$ cat config.mk
export PLATFORM = sky130hd
export DESIGN_NAME = fpadd_sp
export DESIGN_NICKNAME = d
export VERILOG_FILES = /design/src/rtl/fpadd_pkg.sv /design/src/rtl/fpadd_align.sv /design/src/rtl/fpadd_addnorm.sv /design/src/rtl/fpadd_round.sv /design/src/rtl/fpadd_sp.sv
export SDC_FILE = /design/constraint.sdc
export NUM_CORES = 1
export LEC_CHECK = 0
export ABC_AREA = 1
export BUFFER_PORTS_ARGS = -buffer_cell sky130_fd_sc_hd__buf_4
export CAP_MARGIN = 20
export CORE_ASPECT_RATIO = 1.2
export CORE_UTILIZATION = 63
export DETAILED_ROUTE_END_ITERATION = 7
export PLACE_DENSITY = 0.93
export SYNTH_ARGS = -nofsm -noshare
export SYNTH_HDL_FRONTEND = slang
export SYNTH_SLANG_ARGS = --single-unit
$ cat constraint.sdc
create_clock -name clk -period 44.8 [get_ports clk]
set_input_delay 8.96 -clock clk [delete_from_list [all_inputs] [get_ports clk]]
set_output_delay 8.96 -clock clk [all_outputs]
set_load 0.05 [all_outputs]
$ cat src/rtl/fpadd_pkg.sv
package fpadd_pkg;

   // Operand-pair classification decided before the arithmetic path.
   typedef enum logic [1:0] {
      CLS_NUM  = 2'd0,
      CLS_ZERO = 2'd1,
      CLS_INF  = 2'd2,
      CLS_NAN  = 2'd3
   } opclass_e;

   // Guard, round and sticky bits carried below the significand.
   localparam int GRS_W = 3;

endpackage

$ cat src/rtl/fpadd_align.sv
module fpadd_align
   import fpadd_pkg::*;
#(
   parameter int EXP_W  = 8,
   parameter int FRAC_W = 23,
   localparam int W     = 1 + EXP_W + FRAC_W,
   localparam int EXT_W = FRAC_W + 1 + GRS_W
) (
   input  logic [W-1:0]     op_a,
   input  logic [W-1:0]     op_b,
   output opclass_e         cls,
   output logic             cls_sign,
   output logic             res_sign,
   output logic             eff_sub,
   output logic [EXP_W-1:0] big_exp,
   output logic [EXT_W-1:0] big_sig,
   output logic [EXT_W-1:0] small_sig
);

   localparam logic [EXP_W-1:0] EXP_ONES = '1;
   localparam logic [EXT_W-1:0] EXT_ONES = '1;

   if (FRAC_W < 2) begin : g_bad_frac
      $error("fpadd_align: FRAC_W must be at least 2");
   end

   logic             sa, sb;
   logic [EXP_W-1:0] ea, eb;
   logic [FRAC_W-1:0] fa, fb;
   assign {sa, ea, fa} = op_a;
   assign {sb, eb, fb} = op_b;

   logic za, zb, ia, ib, na, nb;
   assign za = (ea == '0);
   assign zb = (eb == '0);
   assign ia = (ea == EXP_ONES) && (fa == '0);
   assign ib = (eb == EXP_ONES) && (fb == '0);
   assign na = (ea == EXP_ONES) && (fa != '0);
   assign nb = (eb == EXP_ONES) && (fb != '0);

   // Special-operand classification
   always_comb begin
      cls      = CLS_NUM;
      cls_sign = 1'b0;
      if (na || nb || (ia && ib && (sa != sb))) begin
         cls = CLS_NAN;
      end else if (ia) begin
         cls      = CLS_INF;
         cls_sign = sa;
      end else if (ib) begin
         cls      = CLS_INF;
         cls_sign = sb;
      end else if (za && zb) begin
         cls      = CLS_ZERO;
         cls_sign = sa & sb;
      end
   end

   // Magnitude compare on flushed operands, then swap
   logic [EXP_W+FRAC_W-1:0] mag_a, mag_b;
   logic [EXT_W-1:0]        sig_a, sig_b, sm_raw;
   logic [EXP_W-1:0]        sm_exp, diff;
   logic                    a_big;

   assign mag_a = za ? '0 : {ea, fa};
   assign mag_b = zb ? '0 : {eb, fb};
   assign sig_a = za ? '0 : {1'b1, fa, {GRS_W{1'b0}}};
   assign sig_b = zb ? '0 : {1'b1, fb, {GRS_W{1'b0}}};
   assign a_big = (mag_a >= mag_b);

   assign res_sign = a_big ? sa : sb;
   assign big_exp  = a_big ? ea : eb;
   assign big_sig  = a_big ? sig_a : sig_b;
   assign sm_exp   = a_big ? eb : ea;
   assign sm_raw   = a_big ? sig_b : sig_a;
   assign diff     = big_exp - sm_exp;
   assign eff_sub  = sa ^ sb;

   // Step 1: right shift with sticky collection of every lost bit
   logic [EXT_W-1:0] shifted;
   logic             lost;
   assign shifted   = sm_raw >> diff;
   assign lost      = |(sm_raw & ~(EXT_ONES << diff));
   assign small_sig = {shifted[EXT_W-1:1], shifted[0] | lost};

endmodule

$ cat src/rtl/fpadd_addnorm.sv
module fpadd_addnorm
   import fpadd_pkg::*;
#(
   parameter int EXP_W  = 8,
   parameter int FRAC_W = 23,
   localparam int EXT_W = FRAC_W + 1 + GRS_W,
   localparam int XE_W  = EXP_W + 2
) (
   input  logic [EXP_W-1:0]        big_exp,
   input  logic [EXT_W-1:0]        big_sig,
   input  logic [EXT_W-1:0]        small_sig,
   input  logic                    eff_sub,
   output logic [EXT_W-2:0]        norm_frac,
   output logic signed [XE_W-1:0]  norm_exp,
   output logic                    cancel,
   output logic                    below
);

   localparam int SUM_W = EXT_W + 1;
   localparam int LZ_W  = $clog2(EXT_W + 1);

   if ((1 << (XE_W - 1)) <= (1 << EXP_W) + EXT_W) begin : g_bad_xe
      $error("fpadd_addnorm: internal exponent too narrow");
   end

   // Step 2: significand add or subtract (big >= small in magnitude)
   logic [SUM_W-1:0] sum;
   assign sum = eff_sub ? ({1'b0, big_sig} - {1'b0, small_sig})
                        : ({1'b0, big_sig} + {1'b0, small_sig});

   // Leading-zero count over the in-range part of the sum
   logic [LZ_W-1:0] lz;
   always_comb begin
      logic found;
      found = 1'b0;
      lz    = '0;
      for (int i = EXT_W - 1; i >= 0; i--) begin
         if (!found && sum[i]) begin
            lz    = LZ_W'(EXT_W - 1 - i);
            found = 1'b1;
         end
      end
   end

   // Step 3: normalize and adjust the exponent
   logic [EXT_W-1:0] norm;
   always_comb begin
      if (sum[SUM_W-1]) begin
         norm     = {sum[SUM_W-1:2], |sum[1:0]};
         norm_exp = XE_W'(big_exp) + XE_W'(1);
      end else begin
         norm     = sum[EXT_W-1:0] << lz;
         norm_exp = XE_W'(big_exp) - XE_W'(lz);
      end
   end

   assign cancel    = ~norm[EXT_W-1];
   assign norm_frac = norm[EXT_W-2:0];
   assign below     = ~cancel && (norm_exp < $signed(XE_W'(1)));

endmodule

$ cat src/rtl/fpadd_round.sv
module fpadd_round
   import fpadd_pkg::*;
#(
   parameter int EXP_W  = 8,
   parameter int FRAC_W = 23,
   localparam int W     = 1 + EXP_W + FRAC_W,
   localparam int XE_W  = EXP_W + 2
) (
   input  opclass_e                       cls,
   input  logic                           cls_sign,
   input  logic                           res_sign,
   input  logic [FRAC_W+GRS_W-1:0]        norm_frac,
   input  logic signed [XE_W-1:0]         norm_exp,
   input  logic                           cancel,
   input  logic                           below,
   output logic [W-1:0]                   result,
   output logic                           ovf,
   output logic                           unf
);

   localparam logic [EXP_W-1:0]       EXP_ONES = '1;
   localparam logic signed [XE_W-1:0] EXP_TOP  = XE_W'((1 << EXP_W) - 1);
   localparam logic [W-1:0]           QNAN     =
      {1'b0, EXP_ONES, 1'b1, {(FRAC_W-1){1'b0}}};

   // Step 4: round to nearest even on guard/round/sticky
   logic [FRAC_W-1:0] frac, frac_r;
   logic              g, r, s, up, fcarry;
   logic signed [XE_W-1:0] exp_r;

   assign frac = norm_frac[FRAC_W+GRS_W-1:GRS_W];
   assign g    = norm_frac[GRS_W-1];
   assign r    = norm_frac[GRS_W-2];
   assign s    = norm_frac[GRS_W-3];
   assign up   = g & (r | s | frac[0]);
   assign {fcarry, frac_r} = {1'b0, frac} + (FRAC_W+1)'(up);
   // a carry leaves 10.000..., renormalized by bumping the exponent
   assign exp_r = norm_exp + $signed({{(XE_W-1){1'b0}}, fcarry});

   always_comb begin
      ovf    = 1'b0;
      unf    = 1'b0;
      result = '0;
      unique case (cls)
         CLS_NAN:  result = QNAN;
         CLS_INF:  result = {cls_sign, EXP_ONES, {FRAC_W{1'b0}}};
         CLS_ZERO: result = {cls_sign, {(W-1){1'b0}}};
         default: begin
            if (cancel) begin
               result = '0;
            end else if (below) begin
               unf    = 1'b1;
               result = {res_sign, {(W-1){1'b0}}};
            end else if (exp_r >= EXP_TOP) begin
               ovf    = 1'b1;
               result = {res_sign, EXP_ONES, {FRAC_W{1'b0}}};
            end else begin
               result = {res_sign, exp_r[EXP_W-1:0], frac_r};
            end
         end
      endcase
   end

endmodule

$ cat src/rtl/fpadd_sp.sv
module fpadd_sp
   import fpadd_pkg::*;
#(
   parameter int EXP_W  = 8,
   parameter int FRAC_W = 23,
   localparam int W     = 1 + EXP_W + FRAC_W,
   localparam int EXT_W = FRAC_W + 1 + GRS_W,
   localparam int XE_W  = EXP_W + 2
) (
   input  logic         clk,
   input  logic         rst_n,
   input  logic         in_valid,
   output logic         in_ready,
   input  logic [W-1:0] in_a,
   input  logic [W-1:0] in_b,
   output logic         out_valid,
   input  logic         out_ready,
   output logic [W-1:0] out_sum,
   output logic         out_ovf,
   output logic         out_unf
);

   if (EXP_W < 3) begin : g_bad_exp
      $error("fpadd_sp: EXP_W must be at least 3");
   end

   opclass_e               cls;
   logic                   cls_sign, res_sign, eff_sub, cancel, below;
   logic [EXP_W-1:0]       big_exp;
   logic [EXT_W-1:0]       big_sig, small_sig;
   logic [EXT_W-2:0]       norm_frac;
   logic signed [XE_W-1:0] norm_exp;
   logic [W-1:0]           sum_c;
   logic                   ovf_c, unf_c;

   fpadd_align #(.EXP_W(EXP_W), .FRAC_W(FRAC_W)) u_align (
      .op_a(in_a), .op_b(in_b), .cls(cls), .cls_sign(cls_sign),
      .res_sign(res_sign), .eff_sub(eff_sub), .big_exp(big_exp),
      .big_sig(big_sig), .small_sig(small_sig)
   );

   fpadd_addnorm #(.EXP_W(EXP_W), .FRAC_W(FRAC_W)) u_addnorm (
      .big_exp(big_exp), .big_sig(big_sig), .small_sig(small_sig),
      .eff_sub(eff_sub), .norm_frac(norm_frac), .norm_exp(norm_exp),
      .cancel(cancel), .below(below)
   );

   fpadd_round #(.EXP_W(EXP_W), .FRAC_W(FRAC_W)) u_round (
      .cls(cls), .cls_sign(cls_sign), .res_sign(res_sign),
      .norm_frac(norm_frac), .norm_exp(norm_exp), .cancel(cancel),
      .below(below), .result(sum_c), .ovf(ovf_c), .unf(unf_c)
   );

   // Single result register with valid/ready on both sides
   logic accept;
   assign in_ready = ~out_valid | out_ready;
   assign accept   = in_valid & in_ready;

   always_ff @(posedge clk) begin
      if (!rst_n) begin
         out_valid <= 1'b0;
         out_sum   <= '0;
         out_ovf   <= 1'b0;
         out_unf   <= 1'b0;
      end else if (accept) begin
         out_valid <= 1'b1;
         out_sum   <= sum_c;
         out_ovf   <= ovf_c;
         out_unf   <= unf_c;
      end else if (out_ready) begin
         out_valid <= 1'b0;
      end
   end

   // accepted pair produces a held result next cycle
   a_r9_accept_valid: assert property (@(posedge clk) disable iff (!rst_n)
      in_valid && in_ready |=> out_valid);

   // stalled result does not change
   a_r9_stall_hold: assert property (@(posedge clk) disable iff (!rst_n)
      out_valid && !out_ready |=> out_valid && $stable(out_sum)
                                  && $stable(out_ovf) && $stable(out_unf));

   // overflow flag pairs with an infinity encoding
   a_r6_ovf_inf: assert property (@(posedge clk) disable iff (!rst_n)
      out_valid && out_ovf |-> out_sum[W-2:0] == {{EXP_W{1'b1}}, {FRAC_W{1'b0}}});

   // underflow flag pairs with a zero encoding
   a_r7_unf_zero: assert property (@(posedge clk) disable iff (!rst_n)
      out_valid && out_unf |-> out_sum[W-2:0] == '0);

   // never a subnormal result
   a_r7_no_subnormal: assert property (@(posedge clk) disable iff (!rst_n)
      out_valid && out_sum[W-2:FRAC_W] == '0 |-> out_sum[FRAC_W-1:0] == '0);

   // the two range flags never coincide
   a_r6_flags_apart: assert property (@(posedge clk) disable iff (!rst_n)
      out_valid |-> !(out_ovf && out_unf));

endmodule

# == After elaboration in Yosys (flattened, before gate mapping) ==
# Index checks and enable logic that the tools add are counted.
# op_classes
n_eq_ne,6
shift,3
bitwise,11
mux,85
n_lt_le_gt_ge,3
addsub,7
n_reduce_logical,72
# ops
op,count
27-bit two-way mux,5
5-bit two-way mux,25
31-bit two-way mux,4
32-bit one-hot mux with 3 select lines,1
23-bit logical NOT,2
23-bit nonzero test,2
1-bit two-way mux,42
1-bit logical AND,34
32-bit two-way mux,1
31-bit greater-or-equal comparator,1
27-bit by 27-bit adder with 28-bit output,1
28-bit two-way mux,1
27-bit by 27-bit subtractor with 28-bit output,1
27-bit AND,1
27-bit NOT,1
27-bit OR reduction,1
27-bit by 5-bit left shift with 27-bit output,1
"27-bit by 8-bit left shift with 27-bit output, first input constant",1
27-bit by 8-bit right shift with 27-bit output,1
1-bit logical NOT,26
23-bit by 1-bit adder with 24-bit output,1
"8-bit == test, second input constant",2
8-bit logical NOT,2
8-bit two-way mux,2
19 further kinds,28
# word_totals
inputBits,68
register_bits,35
word_cells,191
output_inout_bits,36

# == Depth between registers and ports, before layout ==
# Gate-level depths: netlist (run 1).
# depth
word_depth,103
mapped_depth,109
depth_no_buf,105

# == Hierarchy ==
# From an unflattened synthesis (run 1), not the netlist that was laid out.
# unflattened
hier_cells,2347
hier_area_um2,12235.5
# modules_own_cells
mod,area_per_inst_um2,cells_per_inst,instances,seq_area_each_um2
fpadd_addnorm,4906.0,975,1,0.0
fpadd_align,4576.9,916,1,0.0
fpadd_sp,1610.3,228,1,700.7
fpadd_round,1142.3,228,1,0.0

# == Least setup slack after synthesis (run 1) ==
# Ideal clock, no wire load.
# synth_path
kind,input to register
from,input port in_a[29]
to,register out_sum[3]
n_path_buf,3
setup_ps,70
arrival_ps,20954
path_stages,101
t_required_ps,44730
slack_ps,23776
cell_sequence,inv_1 -> nand4_1 -> nor2_1 -> clkbuf_1 -> buf_2 -> inv_1 -> nand2_1 -> inv_1 -> ha_1 -> nand2_1 -> nor2_1 -> nand2_1 -> nor2_1 -> nand2_1 -> nand3_1 -> nor2_4 -> nand2_4 -> nand2_1 -> [... 65 more ...] -> nand3_1 -> nor2_1 -> ha_1 -> ha_1 -> nand3_1 -> nor2_1 -> inv_2 -> nor2_1 -> nand2_1 -> xor2_1 -> a31o_2 -> nand2_1 -> inv_1 -> nor3_2 -> inv_1 -> a21oi_1 -> o21ai_0 -> a21oi_1
# synth_via
elab_chain_cells,103
elab_cells_between_ends,155
classes_between,add/sub: 7; order compare: 3; eq/ne: 4; shift: 3; mux: 69; bitwise: 6; reduce/logical: 63
# synth_rtl
element,line,source
from (decl),fpadd_sp.sv:14,"input logic [W-1:0] in_a,"
8-bit logical NOT,fpadd_align.sv:34,assign za = (ea == '0);
31-bit two-way mux,fpadd_align.sv:65,"assign mag_a = za ? '0 : {ea, fa};"
31-bit greater-or-equal comparator,fpadd_align.sv:69,assign a_big = (mag_a >= mag_b);
8-bit two-way mux (on tied branches),"fpadd_align.sv:72, fpadd_align.sv:74",
8-bit subtractor,fpadd_align.sv:76,assign diff = big_exp - sm_exp;
27-bit by 8-bit left shift with 27-bit output,fpadd_align.sv:83,assign lost = |(sm_raw & ~(EXT_ONES << diff));
27-bit NOT,fpadd_align.sv:83,
27-bit AND,fpadd_align.sv:83,
[... 87 more ...],--,
1-bit AND,fpadd_round.sv:35,assign up = g & (r | s | frac[0]);
23-bit by 1-bit adder with 24-bit output,fpadd_round.sv:36,"assign {fcarry, frac_r} = {1'b0, frac} + (FRAC_W+1)'(up);"
10-bit by 2-bit adder with 10-bit output,fpadd_round.sv:38,"assign exp_r = norm_exp + $signed({{(XE_W-1){1'b0}}, fcarry});"
10-bit by 9-bit greater-or-equal comparator with 1-bit output,fpadd_round.sv:54,end else if (exp_r >= EXP_TOP) begin
31-bit two-way mux,fpadd_round.sv:54,
31-bit two-way mux,fpadd_round.sv:51,end else if (below) begin
32-bit two-way mux,fpadd_round.sv:49,if (cancel) begin
32-bit one-hot mux with 3 select lines *,fpadd_round.sv:44,unique case (cls)
to (signal assigned),fpadd_sp.sv:67,out_sum <= sum_c;
to (decl),fpadd_sp.sv:18,"output logic [W-1:0] out_sum,"
# Mark *: on every way between the ends. The rest lies on a longest branch, timed or not.
# A chain may end at the register's enable or synchronous reset.

# == Final worst setup path (run 1) ==
# layout_path
from,input port in_b[24]
to,register out_sum[3]
# layout_via
elab_chain_cells,103
elab_cells_between_ends,155
classes_between,add/sub: 7; order compare: 3; eq/ne: 4; shift: 3; mux: 69; bitwise: 6; reduce/logical: 63
# layout_rtl
element,line,source
from (decl),fpadd_sp.sv:15,"input logic [W-1:0] in_b,"
8-bit logical NOT,fpadd_align.sv:35,assign zb = (eb == '0);
31-bit two-way mux,fpadd_align.sv:66,"assign mag_b = zb ? '0 : {eb, fb};"
31-bit greater-or-equal comparator,fpadd_align.sv:69,
8-bit two-way mux (on tied branches),"fpadd_align.sv:72, fpadd_align.sv:74",
8-bit subtractor,fpadd_align.sv:76,
27-bit by 8-bit left shift with 27-bit output,fpadd_align.sv:83,
27-bit NOT,fpadd_align.sv:83,
27-bit AND,fpadd_align.sv:83,
[... 87 more ...],--,
1-bit AND,fpadd_round.sv:35,
23-bit by 1-bit adder with 24-bit output,fpadd_round.sv:36,
10-bit by 2-bit adder with 10-bit output,fpadd_round.sv:38,
10-bit by 9-bit greater-or-equal comparator with 1-bit output,fpadd_round.sv:54,
31-bit two-way mux,fpadd_round.sv:54,
31-bit two-way mux,fpadd_round.sv:51,
32-bit two-way mux,fpadd_round.sv:49,
32-bit one-hot mux with 3 select lines *,fpadd_round.sv:44,
# Marks and branches as above.

==> impl_metrics.tcl, run 1 <==
set metrics [dict create \
    post-route-util_pct 69.9 \
    yosys_warnings 0 \
    synth_ff_type "dfxtp_1" \
    power_frac_seq_pct 5.8 \
    syn2layout_area_growth_pct 7.53 \
    ctsResizeCount 0 \
    async_reset_ff_share_pct 0 \
    timing.final.crit_period_ns 26.72 \
    antenna_found_initial 1 \
    cp-end-kind "register" \
    numCtsBuffers 5 \
    grt_first_pass_wirelength_um 71400 \
    dieWidth_um 125 \
    vias_per_cell 6.34 \
    setup_tns_ns 0 \
    core_area_sq_um 17600 \
    place_area_sq_um 12200 \
    nets 2370 \
    wire_per_inst_um 18.6 \
    hpwl_um 35800 \
    timing.rr.start "out_valid$_SDFFE_PN0P_" \
    clk_pin_slew_ns 0.06 \
    ys_types 64 \
    reg2reg_slack_ns 41.99 \
    max-slew-margin-rel_pct 27.2 \
    start_kind "input port" \
    setup_violations 0 \
    critPathTopFamily "simple AND/OR/NAND/NOR gates" \
    root_buffer "clkbuf_16" \
    crit_top_cell "nand2_1" \
    clockBufferDepth 2 \
    run_status "finished, violations left" \
    synth_top_area_cell "nand2_1" \
    min_from "out_sum[5]$_SDFFE_PN0P_" \
    cts.sinks 35 \
    p_int_mw 0.261 \
    maxSlewViolCount 0 \
    yosysSeqAreaShare_pct 6.11 \
    cts_hold_buf 0 \
    grt_pass1_vias 14301 \
    die_h_um 150 \
    post_cts.repair.setup_buffers 0 \
    clock_skew_ns 0.00735 \
    ys_ff_latch 35 \
    path_max_fanout 106 \
    ir_drop_mv 0.0351 \
    worst_ep_arrival_time_ns 26.90 \
    final_common_cell "nand2_1" \
    drc 15 \
    swShare_pct 66.8 \
    port_buffers 103 \
    r2r_cells 10 \
    power.density_nw_per_um2 63.9 \
    dieArea_sq_um 18700 \
    ys_top_cells_by_area "nand2_1 (20%), nand3_1 (12%), inv_1 (8.9%)" \
    post-route-period-util_pct 59.6 \
    pwr-share-comb_pct 89.1 \
    ant_nets 0 \
    required_ns 44.99 \
    violations "DRC" \
    grt_use_total_pct 48.1 \
    hp-class "reg2reg" \
    final_cell_mix "nand2_1 (619), nand3_1 (278), inv_1 (273)" \
    syn_nets 2338 \
    start_util_pct 65.0 \
    vias 15539 \
    report.power.total_mw 0.787 \
    critPathBufInv 11 \
    cp.depth 98 \
    worstSkewPairLatency_ns 0.28 \
    crit_end "out_sum[3]$_SDFFE_PN0P_" \
    max_freq_ghz 0.0374 \
    final.setup.worst_slack_ns 18.08 \
    max_stage_delay_ns 0.79 \
    path_class "in2reg" \
    drt-initial-drc-count 2063 \
    final_area_sq_um 12300 \
    clkPwrFrac_pct 5.1 \
    p_sw_mw 0.526 \
    pin_count 104 \
    firstDrtPassIters 8 \
    crit_path_start "in_b[24]" \
    r2r-end "out_sum[3]$_SDFFE_PN0P_" \
    gp_congestion 1.12 \
    cap_viol_max_count 0 \
    rows 53 \
    grt_start_max_net_pins 107 \
    dp_slack_ns 18.66 \
    cts_tree "built" \
    rsz0062_at_grt "false" \
    syn_avg_cell_area_sq_um 5.21 \
    htreeDepth 2 \
    synth_area_sq_um 11500 \
    synth_top_area_share_pct 20.3 \
    final-hold-violation-count 0 \
    power.leakage_nw 6.41 \
    overflow 0 \
    synth_edf_count 0 \
    layout-drive-gt1-share_pct 10.1 \
    n_antenna_cell 0 \
    worst_pin_slew_ns 1.08 \
    critPathSlowestCell "nor3_2" \
    netlist_instances 2199 \
    routed_wl_um 45600 \
]
area by class of cell:
cell class	count	area (sq um)
well taps	220	275
repair buffers	113	848
multi-input cells	1783	9230
fillers	1684	5310
clock buffers	5	125
inverters	293	1100
clock inverters	3	43.8
flip-flops and latches	35	701
sequential cells by signal, summed over array words and instances (netlist names):
name       cells
out_sum       32
out_ovf        1
out_unf        1
out_valid      1
layer usage:
layer | part of all wire, % | track usage [%] | vias up
li1 | - | - | 7314
met4 | 11 | 43.4 | 0
met1 | 34 | 49.4 | 6762
met2 | 45 | 82.0 | 1091
met5 | 0 | 0 | -
met3 | 11 | 11.7 | 372
synthesized netlist by cell type (4+ instances only):
cell and n:
a211oi_1 4, nor2_2 13, nor2_1 227, clkinv_1 4, and2_1 4, dfxtp_1 35
inv_1 273, nand3_2 21, a31oi_1 23, buf_1 15, xor2_1 37, o21a_1 5
or2_2 5, o211ai_1 7, buf_2 19, nand4_1 60, nor4_1 18, clkbuf_1 43
xnor2_1 19, o21ai_1 28, nand2_1 619, inv_2 16, nand3b_1 6, o22ai_1 4
nor3_1 23, o21ai_0 117, nor2_4 8, a21oi_1 106, o21bai_1 4, buf_6 7
nand3_1 278, ha_1 70, a22oi_1 5, nand2_2 24
worst register-to-register path, cell delays in order (launching register included):
cell     delay (ns)
dfxtp_1        0.31
nand2_1        0.09
nand2_1        0.06
buf_4          0.24
nor2_1         0.21
nand4_1        0.17
nor3_2         0.85
inv_1          0.28
a21oi_1        0.21
o21ai_0        0.13
a21oi_1        0.17
kinds of logic after synthesis:
| group | after synthesis | synth area share, % |
|---|---|---|
| buffers and inverters | 381 | 13.3 |
| XOR/XNOR | 56 | 4.28 |
| flip-flops | 35 | 6.11 |
| AO/OA/AOI/OAI | 330 | 16.1 |
| AND/OR/NAND/NOR | 1326 | 52.4 |
| adder cells (fa/ha/maj) | 71 | 7.82 |
through the flow:
step	hold WS [ns]	cells
global route	0.485	2452
CTS	0.466	2452
detailed placement	0.457	2444
floorplan	0.690	2199
global placement	0.455	2444
finish	0.464	2452
worst min path at each step:
stage / cells past startpoint / to
finish: 2 / out_sum[5]$_SDFFE_PN0P_
global route: 2 / out_sum[18]$_SDFFE_PN0P_
CTS: 2 / out_sum[18]$_SDFFE_PN0P_
detailed placement: 2 / out_sum[18]$_SDFFE_PN0P_
global placement: 2 / out_sum[7]$_SDFFE_PN0P_
floorplan: 2 / out_sum[10]$_SDFFE_PN0P_
power groups by stage:
stage                     logic, mW  clock network (mW)  registers [mW]
after floorplan               0.472                   0          0.0768
after global placement        0.656                   0          0.0455
after detailed placement      0.664                   0          0.0459
after CTS                     0.667              0.0395          0.0455
after global routing          0.760              0.0406          0.0463
final                         0.702              0.0399          0.0457
Note: power is estimated with default switching activity, not from simulation.
==> run 2, diff against run 1 <==
- clock period: 44.8 -> 24.7 ns (I/O delays scaled with it)
==> run 2 against run 1 <==
  * The run still ends with DRC left
  * First-iteration DRC count down 8.1%
  * Non-clock buffer count is 1 higher
  * Global-route usage grew 1.0 points
  * Clock power is 51% higher
  * Critical path depth down 4
  * Sequential share of layout area is essentially flat
  * Cell area decreased by 0.16%
  * Die area stayed put
  * Sequential power grew 79%
  * Worst setup slack got worse by 16 ns
  * Flip-flop and latch count stayed put
==> impl_metrics.tcl, run 2 (synthesis results as in run 1) <==
set metrics [dict create \
    run_status "finished, violations left" \
    violations "DRC" \
    ant_nets 0 \
    path_class "in2reg" \
    clock_skew_ns 0.00250 \
    cts_hold_buf 0 \
    clockBufferDepth 2 \
    start_kind "input port" \
    cp-end-kind "register" \
    r2r-end "out_sum[12]$_SDFFE_PN0P_" \
    max_flop_register "out_sum" \
    path_max_fanout 106 \
    layout-drive-gt1-share_pct 10.1 \
    root_buffer "clkbuf_16" \
    crit_top_cell "nand2_1" \
    nets 2371 \
    worst_ep_arrival_time_ns 22.87 \
    dieWidth_um 125 \
    final_common_cell "nand2_1" \
    maxSlewViolCount 0 \
    timing.final.crit_period_ns 22.67 \
    vias 15512 \
    critPathBufInv 13 \
    setup_violations 0 \
    final-hold-violation-count 0 \
    hp-class "reg2reg" \
    core_area_sq_um 17600 \
    post-route-util_pct 69.8 \
    post_cts.repair.setup_buffers 0 \
    critPathSlowestCell "nor3_2" \
    max-slew-margin-rel_pct 19.6 \
    cts_tree "built" \
    clkPwrFrac_pct 4.2 \
    timing.rr.start "out_valid$_SDFFE_PN0P_" \
    wire_per_inst_um 18.9 \
    crit_path_start "in_b[29]" \
    grt_pass1_vias 14438 \
    stdcell_count 2453 \
    max_freq_ghz 0.0441 \
    nFillCells 1729 \
    min_delay_path_depth 2 \
    grt_use_total_pct 49.1 \
    rsz0062_at_grt "false" \
    grt_start_max_net_pins 107 \
    n_antenna_cell 0 \
    overflow 0 \
    ir_drop_mv 0.0785 \
    swShare_pct 67.6 \
    post-route-period-util_pct 91.8 \
    max_stage_delay_ns 0.81 \
    place_area_sq_um 12200 \
    dieArea_sq_um 18700 \
    pin_count 104 \
    power.leakage_nw 6.40 \
    grt_first_pass_wirelength_um 72500 \
    cp.depth 94 \
    cap_viol_max_count 0 \
    die_h_um 150 \
    setup_tns_ns 0 \
    hpwl_um 36300 \
    drc 11 \
    htreeDepth 2 \
    p_int_mw 0.464 \
    reg2reg_slack_ns 21.88 \
    pwr-share-comb_pct 90.0 \
    crit_end "out_sum[12]$_SDFFE_PN0P_" \
    power.density_nw_per_um2 116 \
    final_cell_mix "nand2_1 (619), nand3_1 (278), inv_1 (273)" \
    required_ns 24.90 \
    min_from "out_sum[8]$_SDFFE_PN0P_" \
    power_frac_seq_pct 5.7 \
    antenna_found_initial 0 \
    p_sw_mw 0.967 \
    syn2layout_area_growth_pct 7.36 \
    routed_wl_um 46300 \
    critPathTopFamily "simple AND/OR/NAND/NOR gates" \
    clk_pin_slew_ns 0.05 \
    largest_reg_flops 32 \
    start_util_pct 65.0 \
    worst_pin_slew_ns 1.19 \
    port_buffers 103 \
    vias_per_cell 6.32 \
    final_area_sq_um 12300 \
    rows 53 \
    drt-initial-drc-count 1895 \
    numCtsBuffers 5 \
    place_inst 2444 \
    cts.sinks 35 \
    r2r_cells 10 \
    gp_congestion 1.10 \
    worstSkewPairLatency_ns 0.28 \
    ctsResizeCount 0 \
    report.power.total_mw 1.43 \
    firstDrtPassIters 8 \
]
[run 2: changes by cell type in the layout (fill, tap and decap cells not counted)]
cell,change
clkinv_4,-1
clkinvlp_4,+1
clkbuf_1,+1
buf_4,+1
bufinv_16,-1
[run 2: tightest hold or removal path: stages (launching register included)]
cell and delay, ns:
dfxtp_1 0.31, nand2_1 0.06, a21oi_1 0.05
[run 2: per-layer routing]
layer | vias to the layer above | GRT usage, % | wire length [um]
met1 | 6801 | 48.5 | 15400
met4 | 0 | 46.3 | 5110
met3 | 362 | 14.4 | 4940
li1 | 7325 | - | -
met2 | 1024 | 83.4 | 20800
met5 | - | 0 | 0
[run 2: through the flow]
step           hold slack (ns)  setup slack [ns]
4_1_cts                  0.465              2.69
3_5_place_dp             0.457              2.50
3_3_place_gp             0.453              3.17
6_report                 0.465              2.03
5_1_grt                  0.482             0.133
2_1_floorplan            0.690              7.70
[run 2: power groups by stage]
| stage | logic, mW | clock network (mW) | registers [mW] |
|---|---|---|---|
| after floorplan | 0.857 | 0 | 0.139 |
| after global placement | 1.20 | 0 | 0.0822 |
| after detailed placement | 1.21 | 0 | 0.0828 |
| after CTS | 1.21 | 0.0602 | 0.0817 |
| after global routing | 1.39 | 0.0627 | 0.0836 |
| final | 1.29 | 0.0604 | 0.0820 |
[run 2: cell type report]
| cell class | count | area (sq um) | area share (%) |
|---|---|---|---|
| clock buffer | 6 | 129 | 1.05 |
| clock inverter | 2 | 12.5 | 0.102 |
| inverter | 293 | 1100 | 8.94 |
| multi-input combinational | 1783 | 9230 | 75.0 |
| sequential | 35 | 701 | 5.69 |
| tap | 220 | 275 | 2.24 |
| timing repair buffer | 114 | 856 | 6.95 |
[run 2: how the worst min path moves through the flow]
stage                               endpoint  slack (ns)
floorplan           out_sum[10]$_SDFFE_PN0P_        0.69
global placement     out_sum[8]$_SDFFE_PN0P_        0.45
detailed placement   out_sum[8]$_SDFFE_PN0P_        0.46
CTS                  out_sum[8]$_SDFFE_PN0P_        0.46
global route         out_sum[9]$_SDFFE_PN0P_        0.48
finish               out_sum[8]$_SDFFE_PN0P_        0.47
